--- src/rtl/elem_seq_pkg.sv ---
package elem_seq_pkg;
  typedef enum logic [1:0] {
    ST_IDLE = 2'd0,
    ST_RUN  = 2'd1,
    ST_FIN  = 2'd2
  } seq_state_t;

  localparam int SIDE_SRC = 0;
  localparam int SIDE_DST = 1;
endpackage

--- src/rtl/elem_walker.sv ---
module elem_walker #(
  parameter int IDX_W = 6,
  parameter int DIM_W = 4
) (
  input  logic             clk,
  input  logic             rst,
  input  logic             load,
  input  logic             adv,
  input  logic [DIM_W-1:0] ydim,
  input  logic [DIM_W-1:0] xdim,
  output logic [IDX_W-1:0] lin_off,
  output logic [IDX_W-1:0] tr_off,
  output logic             last
);
  logic [DIM_W-1:0] col_q, row_q;
  logic [IDX_W-1:0] lin_q, tr_q;
  logic             col_end;

  assign col_end = (col_q == xdim - DIM_W'(1));
  assign last    = col_end && (row_q == ydim - DIM_W'(1));
  assign lin_off = lin_q;
  assign tr_off  = tr_q;

  always_ff @(posedge clk) begin
    if (rst || load) begin
      col_q <= '0;
      row_q <= '0;
      lin_q <= '0;
      tr_q  <= '0;
    end else if (adv) begin
      lin_q <= lin_q + IDX_W'(1);
      if (col_end) begin
        col_q <= '0;
        row_q <= row_q + DIM_W'(1);
        tr_q  <= IDX_W'(row_q) + IDX_W'(1);
      end else begin
        col_q <= col_q + DIM_W'(1);
        tr_q  <= tr_q + IDX_W'(ydim);
      end
    end
  end

  p_col_in_range_r2: assert property (@(posedge clk) disable iff (rst)
    adv |-> (col_q < xdim));

  p_tr_in_matrix_r2: assert property (@(posedge clk) disable iff (rst)
    adv |-> (int'(tr_q) < int'(ydim) * int'(xdim)));
endmodule

--- src/rtl/span_split.sv ---
module span_split #(
  parameter int IDX_W = 6,
  parameter int REG_W = 7
) (
  input  logic             wide_en,
  input  logic [IDX_W-1:0] offset,
  input  logic [REG_W-1:0] base,
  input  logic [IDX_W-1:0] maxvl,
  output logic [REG_W-1:0] reg_num,
  output logic [IDX_W-1:0] elem
);
  logic upper;

  always_comb begin
    upper   = wide_en && (offset >= maxvl);
    reg_num = upper ? base + REG_W'(maxvl) : base;
    elem    = upper ? offset - maxvl : offset;
  end
endmodule

--- src/rtl/elem_seq_top.sv ---
module elem_seq_top
  import elem_seq_pkg::*;
#(
  parameter int IDX_W = 6,
  parameter int DIM_W = 4,
  parameter int REG_W = 7
) (
  input  logic                  clk,
  input  logic                  rst,
  input  logic                  start,
  input  logic                  mode_pack,
  input  logic [REG_W-1:0]      src_base,
  input  logic [REG_W-1:0]      dst_base,
  input  logic [IDX_W-1:0]      maxvl,
  input  logic [DIM_W-1:0]      ydim,
  input  logic [DIM_W-1:0]      xdim,
  input  logic [(1<<IDX_W)-1:0] src_mask,
  input  logic [(1<<IDX_W)-1:0] dst_mask,
  output logic                  out_valid,
  output logic [REG_W-1:0]      out_src_reg,
  output logic [IDX_W-1:0]      out_src_elem,
  output logic [REG_W-1:0]      out_dst_reg,
  output logic [IDX_W-1:0]      out_dst_elem,
  output logic                  done
);
  localparam int NEL = 1 << IDX_W;

  seq_state_t       st_q;
  logic             pack_q;
  logic [REG_W-1:0] sbase_q, dbase_q;
  logic [IDX_W-1:0] mvl_q;
  logic [DIM_W-1:0] ydim_q, xdim_q;
  logic [NEL-1:0]   smask_q, dmask_q;

  logic             accept, empty, running, last;
  logic [IDX_W-1:0] lin_off, tr_off;
  logic             live;

  logic [IDX_W-1:0] side_off  [2];
  logic [REG_W-1:0] side_base [2];
  logic             side_wide [2];
  logic [REG_W-1:0] side_reg  [2];
  logic [IDX_W-1:0] side_elem [2];

  assign accept  = (st_q == ST_IDLE) && start;
  assign empty   = (ydim == '0) || (xdim == '0);
  assign running = (st_q == ST_RUN);

  elem_walker #(.IDX_W(IDX_W), .DIM_W(DIM_W)) u_walk (
    .clk    (clk),
    .rst    (rst),
    .load   (accept),
    .adv    (running),
    .ydim   (ydim_q),
    .xdim   (xdim_q),
    .lin_off(lin_off),
    .tr_off (tr_off),
    .last   (last)
  );

  assign side_off[SIDE_SRC]  = lin_off;
  assign side_off[SIDE_DST]  = tr_off;
  assign side_base[SIDE_SRC] = sbase_q;
  assign side_base[SIDE_DST] = dbase_q;
  assign side_wide[SIDE_SRC] = pack_q;
  assign side_wide[SIDE_DST] = !pack_q;

  for (genvar g = 0; g < 2; g++) begin : g_side
    span_split #(.IDX_W(IDX_W), .REG_W(REG_W)) u_split (
      .wide_en(side_wide[g]),
      .offset (side_off[g]),
      .base   (side_base[g]),
      .maxvl  (mvl_q),
      .reg_num(side_reg[g]),
      .elem   (side_elem[g])
    );
  end

  assign live = smask_q[lin_off] && dmask_q[tr_off];

  always_ff @(posedge clk) begin
    if (rst) begin
      st_q    <= ST_IDLE;
      pack_q  <= 1'b0;
      sbase_q <= '0;
      dbase_q <= '0;
      mvl_q   <= '0;
      ydim_q  <= '0;
      xdim_q  <= '0;
      smask_q <= '0;
      dmask_q <= '0;
    end else begin
      case (st_q)
        ST_IDLE: if (start) begin
          pack_q  <= mode_pack;
          sbase_q <= src_base;
          dbase_q <= dst_base;
          mvl_q   <= maxvl;
          ydim_q  <= ydim;
          xdim_q  <= xdim;
          smask_q <= src_mask;
          dmask_q <= dst_mask;
          st_q    <= empty ? ST_IDLE : ST_RUN;
        end
        ST_RUN:  if (last) st_q <= ST_FIN;
        default: st_q <= ST_IDLE;
      endcase
    end
  end

  always_ff @(posedge clk) begin
    if (rst) begin
      out_valid    <= 1'b0;
      done         <= 1'b0;
      out_src_reg  <= '0;
      out_src_elem <= '0;
      out_dst_reg  <= '0;
      out_dst_elem <= '0;
    end else begin
      out_valid <= running && live;
      done      <= (st_q == ST_FIN) || (accept && empty);
      if (running) begin
        out_src_reg  <= side_reg[SIDE_SRC];
        out_src_elem <= side_elem[SIDE_SRC];
        out_dst_reg  <= side_reg[SIDE_DST];
        out_dst_elem <= side_elem[SIDE_DST];
      end
    end
  end

  p_done_pulse_r7: assert property (@(posedge clk) disable iff (rst)
    done |=> !done);

  p_done_excl_valid_r7: assert property (@(posedge clk) disable iff (rst)
    !(done && out_valid));

  p_cfg_held_r9: assert property (@(posedge clk) disable iff (rst)
    running |=> ($stable(ydim_q) && $stable(xdim_q) && $stable(pack_q) && $stable(mvl_q)));

  p_upper_src_elem_r3: assert property (@(posedge clk) disable iff (rst)
    (out_valid && pack_q && out_src_reg != sbase_q) |-> (out_src_elem < mvl_q));

  p_unpack_src_flat_r4: assert property (@(posedge clk) disable iff (rst)
    (out_valid && !pack_q) |-> (out_src_reg == sbase_q));

  p_pack_dst_flat_r3: assert property (@(posedge clk) disable iff (rst)
    (out_valid && pack_q) |-> (out_dst_reg == dbase_q));
endmodule

--- config.mk ---
export PLATFORM = sky130hd
export DESIGN_NAME = elem_seq_top
export DESIGN_NICKNAME = d
export VERILOG_FILES = /design/src/rtl/elem_seq_pkg.sv /design/src/rtl/elem_walker.sv /design/src/rtl/span_split.sv /design/src/rtl/elem_seq_top.sv
export SDC_FILE = /design/constraint.sdc
export NUM_CORES = 1
export LEC_CHECK = 0
export BUFFER_PORTS_ARGS = -buffer_cell sky130_fd_sc_hd__buf_4
export CELL_PAD_IN_SITES_DETAIL_PLACEMENT = 1
export CELL_PAD_IN_SITES_GLOBAL_PLACEMENT = 1
export CORE_MARGIN = 3
export CORE_UTILIZATION = 25
export CTS_CLUSTER_SIZE = 30
export DETAILED_ROUTE_END_ITERATION = 8
export PLACE_DENSITY_LB_ADDON = 0.1
export SYNTH_ARGS = -nofsm -noshare
export SYNTH_HDL_FRONTEND = slang
export SYNTH_SLANG_ARGS = --single-unit
--- constraint.sdc ---
create_clock -name clk -period 7.5 [get_ports clk]
set_clock_uncertainty 0.15 [all_clocks]
set_input_delay 0.75 -clock clk [delete_from_list [all_inputs] [get_ports clk]]
set_output_delay 0.75 -clock clk [all_outputs]
set_load 0.05 [all_outputs]
# ---- Word-level counts from Yosys, hierarchy flattened
# Cells that the tools add are included.
dict set report totals {
  reg_bits 207
  input_bits 160
  out_inout_bits 28
  elab_cells 71
}
dict set report op_classes {
  add_sub_neg 11
  magnitude_cmp 4
  n_eq_ne 6
  muxes 14
  reduce_logical 17
}
# op n
set op_table {}
lappend op_table {{2-to-1 mux 6 bit} 3}
lappend op_table {{adder 7 x 6 -> 7 bit} 2}
lappend op_table {{< comparator 6 x 7 -> 1 bit, second input constant} 2}
lappend op_table {{2-to-1 mux 7 bit} 2}
lappend op_table {{binary-select mux 1 bit (select 6 bit)} 2}
lappend op_table {{greater-or-equal comparator 6 bit} 2}
lappend op_table {{subtractor 6 bit} 2}
lappend op_table {{adder 4 x 1 -> 4 bit, second input constant} 2}
lappend op_table {{== test 4 bit} 2}
lappend op_table {{zero test 4 bit} 2}
lappend op_table {{subtractor 4 x 1 -> 4 bit, second input constant} 2}
lappend op_table {{logical AND 1 bit} 7}
lappend op_table {{adder 6 x 1 -> 6 bit, second input constant} 1}
lappend op_table {{adder 6 x 4 -> 6 bit} 1}
lappend op_table {{AND reduction 2 bit} 3}
lappend op_table {{adder 4 x 1 -> 5 bit, second input constant} 1}
lappend op_table {{2-to-1 mux 2 bit} 2}
lappend op_table {{2-to-1 mux 4 bit} 1}
lappend op_table {{one-hot mux 2 bit (2 select lines)} 1}
lappend op_table {{logical OR 1 bit} 3}
lappend op_table {{2-to-1 mux 1 bit} 3}
lappend op_table {{== test 2 x 1 -> 1 bit, second input constant} 1}
lappend op_table {{== test 2 bit, second input constant} 1}
lappend op_table {{zero test 2 bit} 1}
lappend op_table {{3 further kinds} 3}

# ---- Longest topological paths before layout
dict set report depth {
  depth_word 5
  ltp_mapped 13
}

# ---- By module
# Synthesis repeated with hierarchy kept, for this count alone.
dict set report unflattened {
  cells_unflattened 1201
  area_unflattened_um2 9880.7
}
# mod n_inst cells_per_inst area_each_um2 seq_area_each_um2
set modules_own_cells {}
lappend modules_own_cells {elem_seq_top 1 895 7447.1 3743.6}
lappend modules_own_cells {elem_walker 1 146 1232.4 400.4}
lappend modules_own_cells {span_split 2 80 600.6 0.0}

# ---- Worst setup path after synthesis
# No wires, ideal clock.
dict set report synth_path {
  path_kind {flip-flop to flip-flop}
  start {register u_walk.lin_q[0], in the netlist u_walk.lin_off[0]}
  end {register out_src_elem[5]}
  setup_ns 0.091
  arrival_ns 2.725
  t_required_ns 7.259
  path_slack_ns 4.535
  path_stages_with_launch 14
  path_buffers 3
  path_cell_list {dfxtp_1 > buf_2 > buf_2 > inv_1 > ha_1 > fa_1 > nand2b_1 > a21boi_1 > o21a_1 > o31a_1 > o21a_1 > buf_4 > o311ai_0 > a311oi_1}
}
dict set report synth_via {
  elab_chain_len 3
  word_cells_on_any_way 4
  cone_classes {1 x add/sub; 1 x order compare; 1 x mux; 1 x reduce/logical}
}
# element line_no
set synth_rtl {}
lappend synth_rtl {{start, declared} elem_walker.sv:16} ;# logic [IDX_W-1:0] lin_q, tr_q;
lappend synth_rtl {{start signal, assigned} elem_walker.sv:31} ;# lin_q <= lin_q + IDX_W'(1);
lappend synth_rtl {{greater-or-equal comparator 6 bit} span_split.sv:15} ;# upper = wide_en && (offset >= maxvl);
lappend synth_rtl {{logical AND 1 bit} span_split.sv:15}
lappend synth_rtl {{2-to-1 mux 6 bit *} span_split.sv:17} ;# elem = upper ? offset - maxvl : offset;
lappend synth_rtl {{end signal, assigned} elem_seq_top.sv:124} ;# out_src_elem <= side_elem[SIDE_SRC];
lappend synth_rtl {{end, declared} elem_seq_top.sv:21} ;# output logic [IDX_W-1:0] out_src_elem,
# Every way passes the cells marked *; elsewhere a longest branch is shown, timed or not.
# A chain may end at the register's enable or synchronous reset.

# ---- Final worst setup path
dict set report layout_path {
  start {register u_walk.tr_q[1], in the netlist u_walk.tr_off[1]}
  end {register out_dst_reg[3]}
}
dict set report layout_via {
  elab_chain_len 3
}
# element line_no
set layout_rtl {}
lappend layout_rtl {{start, declared} elem_walker.sv:16}
lappend layout_rtl {{start signal, assigned} elem_walker.sv:35} ;# tr_q <= IDX_W'(row_q) + IDX_W'(1);
lappend layout_rtl {{start signal, assigned} elem_walker.sv:38} ;# tr_q <= tr_q + IDX_W'(ydim);
lappend layout_rtl {{greater-or-equal comparator 6 bit} span_split.sv:15}
lappend layout_rtl {{logical AND 1 bit} span_split.sv:15}
lappend layout_rtl {{2-to-1 mux 7 bit} span_split.sv:16} ;# reg_num = upper ? base + REG_W'(maxvl) : base;
lappend layout_rtl {{end signal, assigned} elem_seq_top.sv:125} ;# out_dst_reg <= side_reg[SIDE_DST];
lappend layout_rtl {{end, declared} elem_seq_top.sv:22} ;# output logic [REG_W-1:0] out_dst_reg,
# Every way passes these cells.

==> summary.md <==
| Metric | Value |
|---|---|
| Total routed wirelength | `31,800 um` |
| Diodes inserted | `0` |
| Initial antenna violation count | `1` |
| Comb power frac | `0.178` |
| Grt total ovfl | `0` |
| Top FF cell, synth | `dfxtp_1` |
| Pin count of the biggest net entering global routing | `81` |
| Min-delay worst type | `reg -> reg` |
| Setup violations, final | `0` |
| DP Wirelength | `22,200 um` |
| Most frequent cell after synthesis | `nand2_1` |
| Clk sinks | `207` |
| Worst EP required | `7.78 ns` |
| Sw frac | `0.285` |
| Post-synth EDFFs | `0` |
| Ports | `188` |
| Int Power | `2.20 mW` |
| Synth cell types | `49` |
| Layout cell share with drive strength beyond 1 | `0.203` |
| Clk slew on worst S/H paths | `0.06 ns` |
| Initial DRC Count | `254` |
| Synth top cells by count | `nand2_1, dfxtp_1, a21oi_1` |
| H-tree Lvls | `1` |
| CP arrival | `3.67 ns` |
| Post-synthesis instance total | `1,168` |
| Drc violations | `0` |
| Startpoint types | `register` |
| Least-Margin Pin Slew | `0.991 ns` |
| Critical path fanouts, max | `12` |
| Post-synthesis register bit count | `207` |
| Largest registers | `dmask_q: 64 flops, smask_q: 64 flops` |
| Vias in the first global route | `8,997` |
| Die area | `0.0415 mm^2` |
| Area leader, netlist | `dfxtp_1` |
| Multi-input gate area | `0.00519 mm^2` |
| Clk buf depth | `3` |
| CP endpoint kind | `register` |
| Mean area per synthesized cell | `8.38 um^2` |
| Hold path depth | `2` |
| Hold Path End | `smask_q[57]` |
| Final hold viol count | `0` |
| Post-route ant nets | `0` |
| Vias | `8,415` |
| Global-route wire length before repair | `50,500 um` |
| GRT busiest layer | `met2` |
| Max Cap Viol | `0` |
| Core Box Area | `0.0381 mm^2` |
| Reg-to-reg startpoint | `u_walk.tr_off[1]` |
| HP Start | `smask_q[57]` |
| Worst slack, placed | `4.11 ns` |
| Synth area leaders | `dfxtp_1, nand2_1, a21oi_1, mux4_2, ha_1` |
| Register area | `0.00414 mm^2` |
| Worst skew pair latency | `0.53 ns` |
| Register-to-Register Path Depth | `9` |
| Nets | `1,507` |
| Final critical-path required period | `3.39 ns` |
| # Post-CTS Setup Buffers | `0` |
| Syn. warnings | `0` |
| Slew Limit Headroom | `0.338` |
| FP Rows | `71` |
| Die Ht | `204 um` |
| Hold buffers post-CTS | `0` |
| IO Port Bufs | `187` |
| DR pass1 iterations | `4` |
| Area Overhead vs Synth | `27.1%` |
| CTS tree | `done` |
| Leakage power | `4.91 nW` |
| Vias/cell | `4.58` |
| Synth top area share | `0.424` |
| M1 GR Usage | `0.206` |
| PwrDens | `247 mW/mm^2` |
| Die width | `204 um` |
| Fin crit share | `0.451` |
| R2R setup slack | `4.11 ns` |
| RSZ-0062 raised after global routing | `false` |
| WL/cell | `17.3 um` |
| Met2 Use GR | `0.253` |
| Reg-to-reg critical path endpoint | `out_dst_reg[3]` |
| Ys async rst share | `0` |
| Seq/Total Area, Yosys | `0.424` |
| Syn nets | `1,366` |
| Peak supply drop | `145 uV` |
| Fin. max-slew vios | `0` |
| Gr usage total | `0.151` |
| Fillcell total | `4,492` |
| Met3 Usage GRT | `0.0301` |
| Fmax | `0.295 GHz` |
| GPL Wtd Cong | `0.778` |
| Root buffer cell | `clkbuf_16` |
| Post-Syn Area | `0.00978 mm^2` |
| Post-CTS Resized | `0` |
| Fin worst setup slack | `4.11 ns` |
| Register share of total power | `0.403` |
| Setup TNS | `0 ns` |
| Psw | `0.877 mW` |
| Initial Util | `0.257` |
| Setup CP Type | `reg -> reg` |
| Outcome | `finished, final reports clean` |
| TritonCTS Buffers | `26` |
| Clk pwr share | `0.419` |
## critical path, stage by stage (launching register included)
cell      delay, ns
dfxtp_1        0.69
inv_1          0.20
fa_1           0.46
nor2b_1        0.15
o21ai_1        0.10
a21boi_1       0.21
o21ai_1        0.17
a21oi_2        0.70
mux2i_1        0.17
a211oi_1       0.29
## per-stage QoR
stage                     std cells  area (um^2)  utilization  power (mW)  hold WS, ns
after detailed placement       1792        11600        0.304        1.83        0.297
after global routing           1839        12400        0.326        3.26        0.303
after CTS                      1839        12400        0.326        3.14        0.287
final                          1839        12400        0.326        3.08        0.302
after floorplan                1168         9780            -        1.62        0.281
after global placement         1792        11600        0.304        1.82        0.289
## metal layers
layer,wire length (um),vias up
li1,-,4249
met1,14900,4007
met2,14900,124
met3,1490,33
met4,497,2
met5,13,-
## how the worst max path moves through the flow
stage	from	to	cells past startpoint
final	u_walk.tr_off[1]	out_dst_reg[3]	9
after detailed placement	u_walk.tr_off[1]	out_dst_reg[3]	9
after global placement	u_walk.tr_off[1]	out_dst_reg[0]	9
after floorplan	u_walk.lin_off[0]	out_src_elem[5]	13
after CTS	u_walk.tr_off[1]	out_dst_reg[3]	9
after global routing	u_walk.tr_off[1]	out_dst_reg[3]	9
## cell usage in the layout (no fill, tap or decap), drive strengths merged, types with 22 or more instances in the layout
master and count:
dfxtp 207, inv 26, nand2 356, a21oi 187, ha 33, nor2 48, xnor2 28, buf 199
clkbuf 40, mux4 34, a211oi 22
## cells by family after synthesis
logic type               after synthesis  share of synthesized area
AO/OA/AOI/OAI                        261                      0.151
XOR/XNOR                              37                     0.0331
adder cells (fa/ha/maj)               38                     0.0524
buffers and inverters                111                     0.0474
flip-flops                           207                      0.424
multiplexers                          56                      0.104
AND/OR/NAND/NOR                      458                      0.188
## area by class of cell
class	instances	share of cell area
Clock buffer	40	0.0607
Clock inverter	7	0.00936
Inverter	25	0.00754
Multi-Input combinational cell	850	0.417
Sequential cell	207	0.333
Tap cell	511	0.0514
Timing Repair Buffer	199	0.120
## power groups by stage
stage / registers (mW) / clock network (mW) / logic, mW
after floorplan: 1.29 / 0 / 0.329
after global placement: 1.26 / 0 / 0.555
after detailed placement: 1.26 / 0 / 0.561
after CTS: 1.24 / 1.34 / 0.563
after global routing: 1.25 / 1.39 / 0.618
final: 1.24 / 1.29 / 0.548
(Power assumes the default switching activity.)
